### config.mk
export PLATFORM = sky130hd
export DESIGN_NAME = victim_dm_cache
export DESIGN_NICKNAME = d
export VERILOG_FILES = /design/src/rtl/victim_dm_cache_pkg.sv /design/src/rtl/vdc_main_array.sv /design/src/rtl/vdc_victim_store.sv /design/src/rtl/victim_dm_cache.sv
export SDC_FILE = /design/constraint.sdc
export NUM_CORES = 1
export LEC_CHECK = 0
export ABC_AREA = 1
export BUFFER_PORTS_ARGS = -buffer_cell sky130_fd_sc_hd__buf_2
export CAP_MARGIN = 30
export CORE_ASPECT_RATIO = 0.8
export CORE_MARGIN = 2
export CORE_UTILIZATION = 55
export DETAILED_ROUTE_END_ITERATION = 6
export PLACE_DENSITY = 0.82
export SETUP_SLACK_MARGIN = 0.15
export SLEW_MARGIN = 20
export SYNTH_ARGS = -nofsm -noshare
export SYNTH_HDL_FRONTEND = slang
export SYNTH_SLANG_ARGS = --single-unit
### constraint.sdc
create_clock -name clk -period 7.2 [get_ports clk]
set_clock_uncertainty 0.15 [all_clocks]
set_input_delay 0.36 -clock clk [delete_from_list [all_inputs] [get_ports clk]]
set_output_delay 0.36 -clock clk [all_outputs]
set_load 0.05 [all_outputs]
### src/rtl/victim_dm_cache_pkg.sv
// Package: shared result encoding for the victim-buffered cache.
// Assumes: one result per lookup; RES_NONE for idle or invalidate cycles.
package victim_dm_cache_pkg;
    typedef enum logic [1:0] {
        RES_NONE = 2'd0,
        RES_MAIN = 2'd1,
        RES_VICT = 2'd2,
        RES_MISS = 2'd3
    } lookup_res_e;
endpackage

### src/rtl/vdc_main_array.sv
// Module: direct-mapped main array. Combinational read of the slot picked
// by idx, with a tag compare. One write per cycle, to the same slot.
// Assumes: ENTRIES is a power of two of at least 2; TAG_W = ADDR_W - IDX_W.
module vdc_main_array #(
    parameter int ADDR_W  = 8,
    parameter int DATA_W  = 16,
    parameter int ENTRIES = 4,
    parameter int IDX_W   = $clog2(ENTRIES),
    parameter int TAG_W   = ADDR_W - IDX_W
) (
    input  logic              clk,
    input  logic              rst_n,
    input  logic [IDX_W-1:0]  idx,
    input  logic [TAG_W-1:0]  tag,
    output logic              hit,
    output logic              line_valid,
    output logic [TAG_W-1:0]  line_tag,
    output logic [DATA_W-1:0] line_data,
    input  logic              wr_en,
    input  logic              wr_valid,
    input  logic [TAG_W-1:0]  wr_tag,
    input  logic [DATA_W-1:0] wr_data
);
    logic              vld   [ENTRIES];
    logic [TAG_W-1:0]  tags  [ENTRIES];
    logic [DATA_W-1:0] datas [ENTRIES];

    // Read the indexed slot and compare its tag.
    always_comb begin
        line_valid = vld[idx];
        line_tag   = tags[idx];
        line_data  = datas[idx];
        hit        = line_valid && (line_tag == tag);
    end

    for (genvar s = 0; s < ENTRIES; s++) begin : g_slot
        // Valid flag of each slot: cleared by reset, set or cleared by a write.
        always_ff @(posedge clk) begin
            if (!rst_n)
                vld[s] <= 1'b0;
            else if (wr_en && idx == IDX_W'(s))
                vld[s] <= wr_valid;
        end

        // Tag and data of each slot: no reset, since the valid flag guards them.
        always_ff @(posedge clk) begin
            if (wr_en && idx == IDX_W'(s)) begin
                tags[s]  <= wr_tag;
                datas[s] <= wr_data;
            end
        end
    end
endmodule

### src/rtl/vdc_victim_store.sv
// Module: fully associative victim buffer. Every slot is compared with the
// full block address. Writes go to one slot per cycle. A rotating pointer
// names the slot for the next insertion.
// Assumes: an address is held in at most one slot; ENTRIES below 8.
module vdc_victim_store #(
    parameter int ADDR_W  = 8,
    parameter int DATA_W  = 16,
    parameter int ENTRIES = 1,
    parameter int SLOT_W  = (ENTRIES > 1) ? $clog2(ENTRIES) : 1
) (
    input  logic              clk,
    input  logic              rst_n,
    input  logic [ADDR_W-1:0] lk_addr,
    output logic              hit,
    output logic [SLOT_W-1:0] hit_slot,
    output logic [DATA_W-1:0] hit_data,
    output logic [SLOT_W-1:0] push_slot,
    input  logic              push,
    input  logic              wr_en,
    input  logic [SLOT_W-1:0] wr_slot,
    input  logic              wr_valid,
    input  logic [ADDR_W-1:0] wr_addr,
    input  logic [DATA_W-1:0] wr_data
);
    logic              vld   [ENTRIES];
    logic [ADDR_W-1:0] vaddr [ENTRIES];
    logic [DATA_W-1:0] vdata [ENTRIES];
    logic [ENTRIES-1:0] match;
    logic [SLOT_W-1:0] ptr_q;

    for (genvar k = 0; k < ENTRIES; k++) begin : g_slot
        assign match[k] = vld[k] && (vaddr[k] == lk_addr);

        // Slot valid flag: cleared by reset, updated by a write to this slot.
        always_ff @(posedge clk) begin
            if (!rst_n)
                vld[k] <= 1'b0;
            else if (wr_en && wr_slot == SLOT_W'(k))
                vld[k] <= wr_valid;
        end

        // Slot address and data, guarded by the valid flag.
        always_ff @(posedge clk) begin
            if (wr_en && wr_slot == SLOT_W'(k)) begin
                vaddr[k] <= wr_addr;
                vdata[k] <= wr_data;
            end
        end
    end

    // Encode the matching slot and OR together the data of matching slots.
    always_comb begin
        hit_slot = '0;
        hit_data = '0;
        for (int k = 0; k < ENTRIES; k++) begin
            if (match[k]) begin
                hit_slot = SLOT_W'(k);
                hit_data = hit_data | vdata[k];
            end
        end
        hit = |match;
    end

    // Insertion pointer: advances by one per insertion and wraps.
    always_ff @(posedge clk) begin
        if (!rst_n)
            ptr_q <= '0;
        else if (push)
            ptr_q <= (ptr_q == SLOT_W'(ENTRIES - 1)) ? '0 : ptr_q + 1'b1;
    end

    assign push_slot = ptr_q;
endmodule

### src/rtl/victim_dm_cache.sv
// Module: top of the cache. Searches the main array and the victim buffer
// in parallel, picks one result, and updates both structures at the next
// edge: swap on a victim hit, fill and evict on a miss, clear on invalidate.
// Assumes: one request per cycle; results and data are registered.
module victim_dm_cache
    import victim_dm_cache_pkg::*;
#(
    parameter int ADDR_W       = 8,
    parameter int DATA_W       = 16,
    parameter int MAIN_ENTRIES = 4,
    parameter int VICT_ENTRIES = 1
) (
    input  logic              clk,
    input  logic              rst_n,
    input  logic              req_valid,
    input  logic              req_inv,
    input  logic [ADDR_W-1:0] req_addr,
    input  logic [DATA_W-1:0] fill_data,
    output logic              hit_main,
    output logic              hit_victim,
    output logic              miss,
    output logic [DATA_W-1:0] rd_data
);
    localparam int IDX_W  = $clog2(MAIN_ENTRIES);
    localparam int TAG_W  = ADDR_W - IDX_W;
    localparam int SLOT_W = (VICT_ENTRIES > 1) ? $clog2(VICT_ENTRIES) : 1;

    logic [IDX_W-1:0]  idx;
    logic [TAG_W-1:0]  tag;
    logic              lookup, inv;
    lookup_res_e       res;

    logic              m_hit, m_line_valid, m_wr_en, m_wr_valid;
    logic [TAG_W-1:0]  m_line_tag;
    logic [DATA_W-1:0] m_line_data, m_wr_data;

    logic              v_hit, v_push, v_wr_en, v_wr_valid;
    logic [SLOT_W-1:0] v_hit_slot, v_push_slot, v_wr_slot;
    logic [DATA_W-1:0] v_hit_data;
    logic [ADDR_W-1:0] evict_addr;

    assign idx        = req_addr[IDX_W-1:0];
    assign tag        = req_addr[ADDR_W-1:IDX_W];
    assign lookup     = req_valid && !req_inv;
    assign inv        = req_valid && req_inv;
    assign evict_addr = {m_line_tag, idx};

    vdc_main_array #(
        .ADDR_W(ADDR_W), .DATA_W(DATA_W), .ENTRIES(MAIN_ENTRIES),
        .IDX_W(IDX_W), .TAG_W(TAG_W)
    ) main_i (
        .clk(clk), .rst_n(rst_n), .idx(idx), .tag(tag),
        .hit(m_hit), .line_valid(m_line_valid), .line_tag(m_line_tag),
        .line_data(m_line_data), .wr_en(m_wr_en), .wr_valid(m_wr_valid),
        .wr_tag(tag), .wr_data(m_wr_data)
    );

    vdc_victim_store #(
        .ADDR_W(ADDR_W), .DATA_W(DATA_W), .ENTRIES(VICT_ENTRIES), .SLOT_W(SLOT_W)
    ) vict_i (
        .clk(clk), .rst_n(rst_n), .lk_addr(req_addr),
        .hit(v_hit), .hit_slot(v_hit_slot), .hit_data(v_hit_data),
        .push_slot(v_push_slot), .push(v_push), .wr_en(v_wr_en),
        .wr_slot(v_wr_slot), .wr_valid(v_wr_valid), .wr_addr(evict_addr),
        .wr_data(m_line_data)
    );

    // Pick the single lookup result; a main hit takes priority.
    always_comb begin
        if (!lookup)     res = RES_NONE;
        else if (m_hit)  res = RES_MAIN;
        else if (v_hit)  res = RES_VICT;
        else             res = RES_MISS;
    end

    // Main-array update: bring in the swapped or filled line, or clear on invalidate.
    always_comb begin
        m_wr_en    = (res == RES_VICT) || (res == RES_MISS) || (inv && m_hit);
        m_wr_valid = lookup;
        m_wr_data  = (res == RES_VICT) ? v_hit_data : fill_data;
    end

    // Victim update: take the displaced line, or clear the slot on invalidate.
    always_comb begin
        v_push     = (res == RES_MISS) && m_line_valid;
        v_wr_en    = (res == RES_VICT) || v_push || (inv && v_hit);
        v_wr_slot  = (res == RES_MISS) ? v_push_slot : v_hit_slot;
        v_wr_valid = (res == RES_VICT) ? m_line_valid : (res == RES_MISS);
    end

    // Registered result flags and read data.
    always_ff @(posedge clk) begin
        if (!rst_n) begin
            hit_main   <= 1'b0;
            hit_victim <= 1'b0;
            miss       <= 1'b0;
            rd_data    <= '0;
        end else begin
            hit_main   <= (res == RES_MAIN);
            hit_victim <= (res == RES_VICT);
            miss       <= (res == RES_MISS);
            if (res == RES_MAIN)      rd_data <= m_line_data;
            else if (res == RES_VICT) rd_data <= v_hit_data;
            else if (res == RES_MISS) rd_data <= fill_data;
        end
    end
endmodule

==> metrics.md, run 1 <==
| Metric | Value |
|---|---|
| Die Ht | `97.2 µm` |
| Drt wl/cell | `18.6 µm` |
| Layout cells sized above 1 | `18.2%` |
| Setup TNS | `0 ns` |
| Largest net degree at the start of global routing | `24` |
| Post-synth top area share | `58.3%` |
| Initial antenna violation count | `0` |
| CP endpoint kind | `flip-flop` |
| Antenna Nets Post-Route | `0` |
| DRC Markers | `0` |
| Clock Latency Late Sink | `0.42 ns` |
| DP HPWL | `8240 µm` |
| Setup WS pre-CTS | `3.50 ns` |
| Nets@finish | `642` |
| WP data arrival | `3.36 ns` |
| Post-CTS Setup Repair Bufs | `0` |
| CP required | `7.17 ns` |
| Number of hold buffers added after CTS | `0` |
| Worst-path maximum fanout | `21` |
| I/O pin count | `47` |
| Total Power | `1.94 mW` |
| Clock transition at path regs | `0.06 ns` |
| Hold Fails Final Rpt | `0` |
| Root Buffer | `clkbuf_16` |
| Largest cells by area after synthesis | `edfxtp_1 58%, nand2_1 12%, dfxtp_1 6.7%, inv_1 3.5%, a22oi_1 3.3%` |
| Clk sinks | `136` |
| N_diodes | `0` |
| Most common cell after layout, fill and taps aside | `nand2_1` |
| Utilization after layout | `67.1%` |
| RSZ-0062 raised after global routing | `no` |
| Cell count after synthesis | `563` |
| Worst setup path category | `in2reg` |
| Register area share after synthesis | `65.0%` |
| WL final | `14300 µm` |
| Slew margin rel. | `53.5%` |
| Synth-to-Final Area Change | `17.0%` |
| IO buf count | `46` |
| Top cell type by total area after synthesis | `edfxtp_1` |
| Crit-path leading delay family | `buffers and inverters` |
| Crit-path max cell delay | `0.53 ns` |
| Status | `finished clean` |
| Synthesized flop and latch total | `136` |
| TritonCTS clock tree | `done` |
| GP Congestion | `0.865` |
| H-tree levels | `4` |
| Initial Util | `57.4%` |
| Crit path cell chain | `buf_2 > inv_1 > nand3_1 > nand2_1 > nor2_1 > a21oi_2 > nand2_1 > nor2_2 > nand2_2 > nand2_8 > nand2_1 > o21ai_0 > inv_1 > buf_8` |
| Final Cycle Share | `47.1%` |
| Avg Inst Size Synth | `10.6 µm²` |
| First-pass GRT wire length | `21900 µm` |
| Cell Pwr Density | `278 nW/µm²` |
| CP max-delay cell | `inv_1` |
| CP Launch Type | `input port` |
| Area of placed instances | `6250 µm²` |
| Post-CTS Resized | `0` |
| Vias in the first global route | `4361` |
| 1st-iter DRT viols | `488` |
| Vias per cell | `5.77` |
| Number of CTS-inserted buffers | `17` |
| Die Footprint | `11700 µm²` |
| Fin. max-slew vios | `0` |
| Clk buf depth | `2` |
| Worst Hold Class | `in2reg` |
| Pre-antenna DRT Iters | `6` |
| Die width | `120 µm` |
| # rows | `33` |
| Global-route usage over all layers | `24.8%` |
| Crit path buffers/inverters | `4` |
| Synth Warn # | `0` |
| Leakage | `2.98 nW` |
| CP most frequent cell | `nand2_1` |
| Synth unique cells | `32` |
| Final setup margin | `3.81 ns` |
| Worst Tran Pin Value | `0.691 ns` |
| Final setup viols | `0` |
| Final Cell Area | `6980 µm²` |
| Fmax | `0.295 GHz` |
| Leading cell types in the layout, fill and taps excluded | `192 x nand2_1, 116 x edfxtp_1, 55 x inv_1` |
| GRT overflow | `0` |
| Core area | `10400 µm²` |
| Post-Syn Area | `5970 µm²` |
| Post-Syn Nets | `591` |
| Via count | `4427` |
| Max-Cap Viols | `0` |
| VDD IR-drop max | `0.168 mV` |
| Minimum clock period | `3.39 ns` |
worst paths after layout:
check | from | end | slack [ns] | cells after the start
min | req_addr[3] | main_i.tags[3][1]$_DFFE_PP_ | 0.06 | 1
min reg2reg | main_i.vld[2]$_DFF_P_ | main_i.vld[2]$_DFF_P_ | 0.32 | 2
max | req_addr[0] | vict_i.vaddr[0][7]$_DFFE_PP_ | 3.81 | 14
max reg2reg | vict_i.vaddr[0][3]$_DFFE_PP_ | vict_i.vaddr[0][7]$_DFFE_PP_ | 3.99 | 10
cells in the mapped netlist, drive strengths merged:
library cell and instances:
a21oi 2, a22oi 26, and2 16, buf 13, clkbuf 7, clkinv 3, dfxtp 20, edfxtp 116
inv 56, nand2 211, nand3 33, nand3b 4, nand4 18, nor2 26, nor3 3, nor3b 3
nor4 2, o21ai 3, xnor2 1
layer usage:
| metal | vias to the layer above | routed length [µm] | global-route usage (%) |
|---|---|---|---|
| met3 | 43 | 1480 | 6.46 |
| li1 | 2001 | - | - |
| met1 | 2078 | 5720 | 32.2 |
| met5 | - | 0 | 0 |
| met2 | 305 | 6690 | 39.2 |
| met4 | 0 | 397 | 11.8 |
state kept, by name, summed over array words and instances, names as in the netlist:
signal	cells
rd_data	16
main_i.vld	4
main_i.tags	24
hit_victim	1
hit_main	1
vict_i.vdata	16
miss	1
main_i.datas	64
vict_i.vld	1
vict_i.vaddr	8
area by class of cell:
cell class	count	area (µm²)
Clock buffer	19	443
Clock inverter	13	195
Fill cell	713	3420
Inverter	59	221
Multi-Input combinational cell	348	1710
Sequential cell	136	3880
Tap cell	140	175
Timing Repair Buffer	52	350
cell families after synthesis:
family,Yosys count,synth area share (%)
AO/OA/AOI/OAI,31,3.81
XOR/XNOR,1,0.147
buffers and inverters,79,6.29
flip-flops,136,65.0
AND/OR/NAND/NOR,316,24.7
stage by stage:
step           instances  hold WS [ns]
2_1_floorplan        563         0.293
3_3_place_gp         730         0.329
3_5_place_dp         731         0.328
4_1_cts              763        0.0637
5_1_grt              767        0.0717
6_report             767        0.0640
where the power goes:
group | switching, mW | internal (mW) | total (mW)
Sequential | 0.00631 | 0.875 | 0.881
Combinational | 0.0936 | 0.0362 | 0.130
Clock | 0.339 | 0.593 | 0.932
Total | 0.439 | 1.50 | 1.94
(Power assumes the default switching activity.)
==> run 2, diff against run 1 <==
CORE_UTILIZATION = 54   (was 55)
PLACE_DENSITY = 0.84   (was 0.82)
clock period = 2.8 ns   (was 7.2 ns; I/O delays follow)
==> metrics.md, run 2 (synthesized netlist as in run 1, its figures left out) <==
| Metric | Value |
|---|---|
| Status | `finished clean` |
| Worst Hold Class | `in2reg` |
| Largest net degree at the start of global routing | `24 (unchanged)` |
| Pre-antenna DRT Iters | `5 (-1)` |
| Initial antenna violation count | `0 (unchanged)` |
| RSZ-0062 raised after global routing | `no` |
| Die width | `122 µm (+0.89%)` |
| Layout cells sized above 1 | `19.6% (+1.4 points)` |
| Leakage | `3.14 nW (+5.2%)` |
| # rows | `34 (+3.0%)` |
| Root Buffer | `clkbuf_16` |
| Drt wl/cell | `17.9 µm (-3.8%)` |
| Initial Util | `55.3% (-2.1 points)` |
| DP HPWL | `8830 µm (+7.2%)` |
| N_diodes | `0 (unchanged)` |
| Worst-path maximum fanout | `19 (-9.5%)` |
| Most common cell after layout, fill and taps aside | `nand2_1` |
| Final Cycle Share | `86.2%` |
| Final Cell Area | `7260 µm² (+3.9%)` |
| Register area | `3880 µm² (unchanged)` |
| First-pass GRT wire length | `23100 µm (+5.7%)` |
| 1st-iter DRT viols | `589 (+21%)` |
| Vias per cell | `5.67 (-1.8%)` |
| Largest Register | `main_i.datas` |
| Max-Cap Viols | `0 (unchanged)` |
| Vias in the first global route | `4558 (+4.5%)` |
| Total Power | `4.81 mW (+150%)` |
| DRC Markers | `0 (unchanged)` |
| CP endpoint kind | `flip-flop` |
| CP required | `2.81 ns (-4.36 ns)` |
| Final setup viols | `0 (unchanged)` |
| Multi-input gate area | `1710 µm² (unchanged)` |
| Leading cell types in the layout, fill and taps excluded | `192 x nand2_1, 116 x edfxtp_1, 55 x inv_1` |
| Biggest regs | `main_i.datas (64), main_i.tags (24)` |
| GP Congestion | `0.864 (about the same)` |
| Die Ht | `98.1 µm (+0.88%)` |
| Final std cells w/o fill | `813 (+6.0%)` |
| Worst Tran Pin Value | `0.562 ns (-0.129 ns)` |
| Global-route usage over all layers | `26.1% (+1.3 points)` |
| Synth-to-Final Area Change | `21.5%` |
| Max reg flops | `64 (unchanged)` |
| WP data arrival | `2.43 ns (-0.93 ns)` |
| I/O pin count | `47 (unchanged)` |
| CP Launch Type | `flip-flop` |
| Cell Pwr Density | `663 nW/µm² (+140%)` |
| Die Footprint | `11900 µm² (+1.8%)` |
| Clock transition at path regs | `0.06 ns (about the same)` |
| Fin. max-slew vios | `0 (unchanged)` |
| Nets@finish | `684 (+6.5%)` |
| Setup TNS | `0 ns (unchanged)` |
| Via count | `4607 (+4.1%)` |
| Clk sinks | `136 (unchanged)` |
| Clk buf depth | `2 (unchanged)` |
| IO buf count | `46 (unchanged)` |
| Number of CTS-inserted buffers | `17 (unchanged)` |
| WL final | `14600 µm (+1.9%)` |
| Fmax | `0.414 GHz` |
| Antenna Nets Post-Route | `0 (unchanged)` |
| GRT overflow | `0 (unchanged)` |
| H-tree levels | `4 (unchanged)` |
| Hold Fails Final Rpt | `0 (unchanged)` |
| Clock Latency Late Sink | `0.42 ns (about the same)` |
| Fill count | `726 (+1.8%)` |
| Minimum clock period | `2.41 ns` |
| Area of placed instances | `6410 µm² (+2.6%)` |
| Worst setup path category | `reg2reg` |
| Post-CTS Resized | `0 (unchanged)` |
| Dpl cells | `755 (+3.3%)` |
| VDD IR-drop max | `0.493 mV (+190%)` |
| Core area | `10800 µm² (+3.8%)` |
| Slew margin rel. | `62.5% (+9.0 points)` |
| TritonCTS clock tree | `done` |
| Min Hold Slack | `0.0495 ns (-0.0145 ns)` |
==> run 2: stage by stage <==
step / setup WS [ns] / utilization (%)
after global placement: 0.360 / 59.3
after global routing: 0.254 / 67.2
after CTS: 0.334 / 66.9
after detailed placement: 0.208 / 59.3
final: 0.385 / 67.2
after floorplan: 0.424 / -
==> run 2: path summary, 6_finish.rpt <==
kind	cells past startpoint	to	from	slack, ns
worst min register to register	2	main_i.vld[2]$_DFF_P_	main_i.vld[2]$_DFF_P_	0.35
worst max-delay path	12	main_i.datas[2][0]$_DFFE_PN_	main_i.tags[2][1]$_DFFE_PN_	0.39
worst min-delay path	5	miss$_SDFF_PN0_	req_valid	0.05
worst max register to register	12	main_i.datas[2][0]$_DFFE_PN_	main_i.tags[2][1]$_DFFE_PN_	0.39
==> run 2: what timing repair did <==
action	4_1_cts	5_1_grt
hold buffers	24	0
setup buffers	0	2
endpoints found under the setup margin	0	16
endpoints found under the hold margin	43	0
==> run 2: final cells by class <==
type	instances	area share, %
well taps	144	2.48
clock inverters	12	1.72
repair buffers	94	9.31
flip-flops and latches	136	53.5
multi-input cells	348	23.6
inverters	59	3.05
clock buffers	20	6.29
==> run 2: power breakdown <==
group | switching [mW] | internal, mW | total (mW)
registers | 0.0154 | 2.25 | 2.27
clock network | 0.826 | 1.35 | 2.18
logic | 0.251 | 0.120 | 0.372
==> run 2: critical path, cell delays in order (launching register included) <==
cell,delay (ns)
edfxtp_1,0.40
nand2_1,0.09
nand2_1,0.05
nand2_1,0.08
nand3_1,0.09
nand2_1,0.08
nand2_1,0.05
nor2_1,0.17
nand2_2,0.14
buf_4,0.24
nand3_4,0.25
nand2_1,0.15
and2_1,0.20
==> run 2: metal layers <==
| metal | vias up | global-route usage (%) | wire [µm] |
|---|---|---|---|
| met3 | 43 | 6.13 | 1490 |
| met5 | - | 0 | 0 |
| met1 | 2207 | 35.0 | 5660 |
| met4 | 0 | 13.4 | 494 |
| li1 | 2094 | - | - |
| met2 | 263 | 40.0 | 6930 |
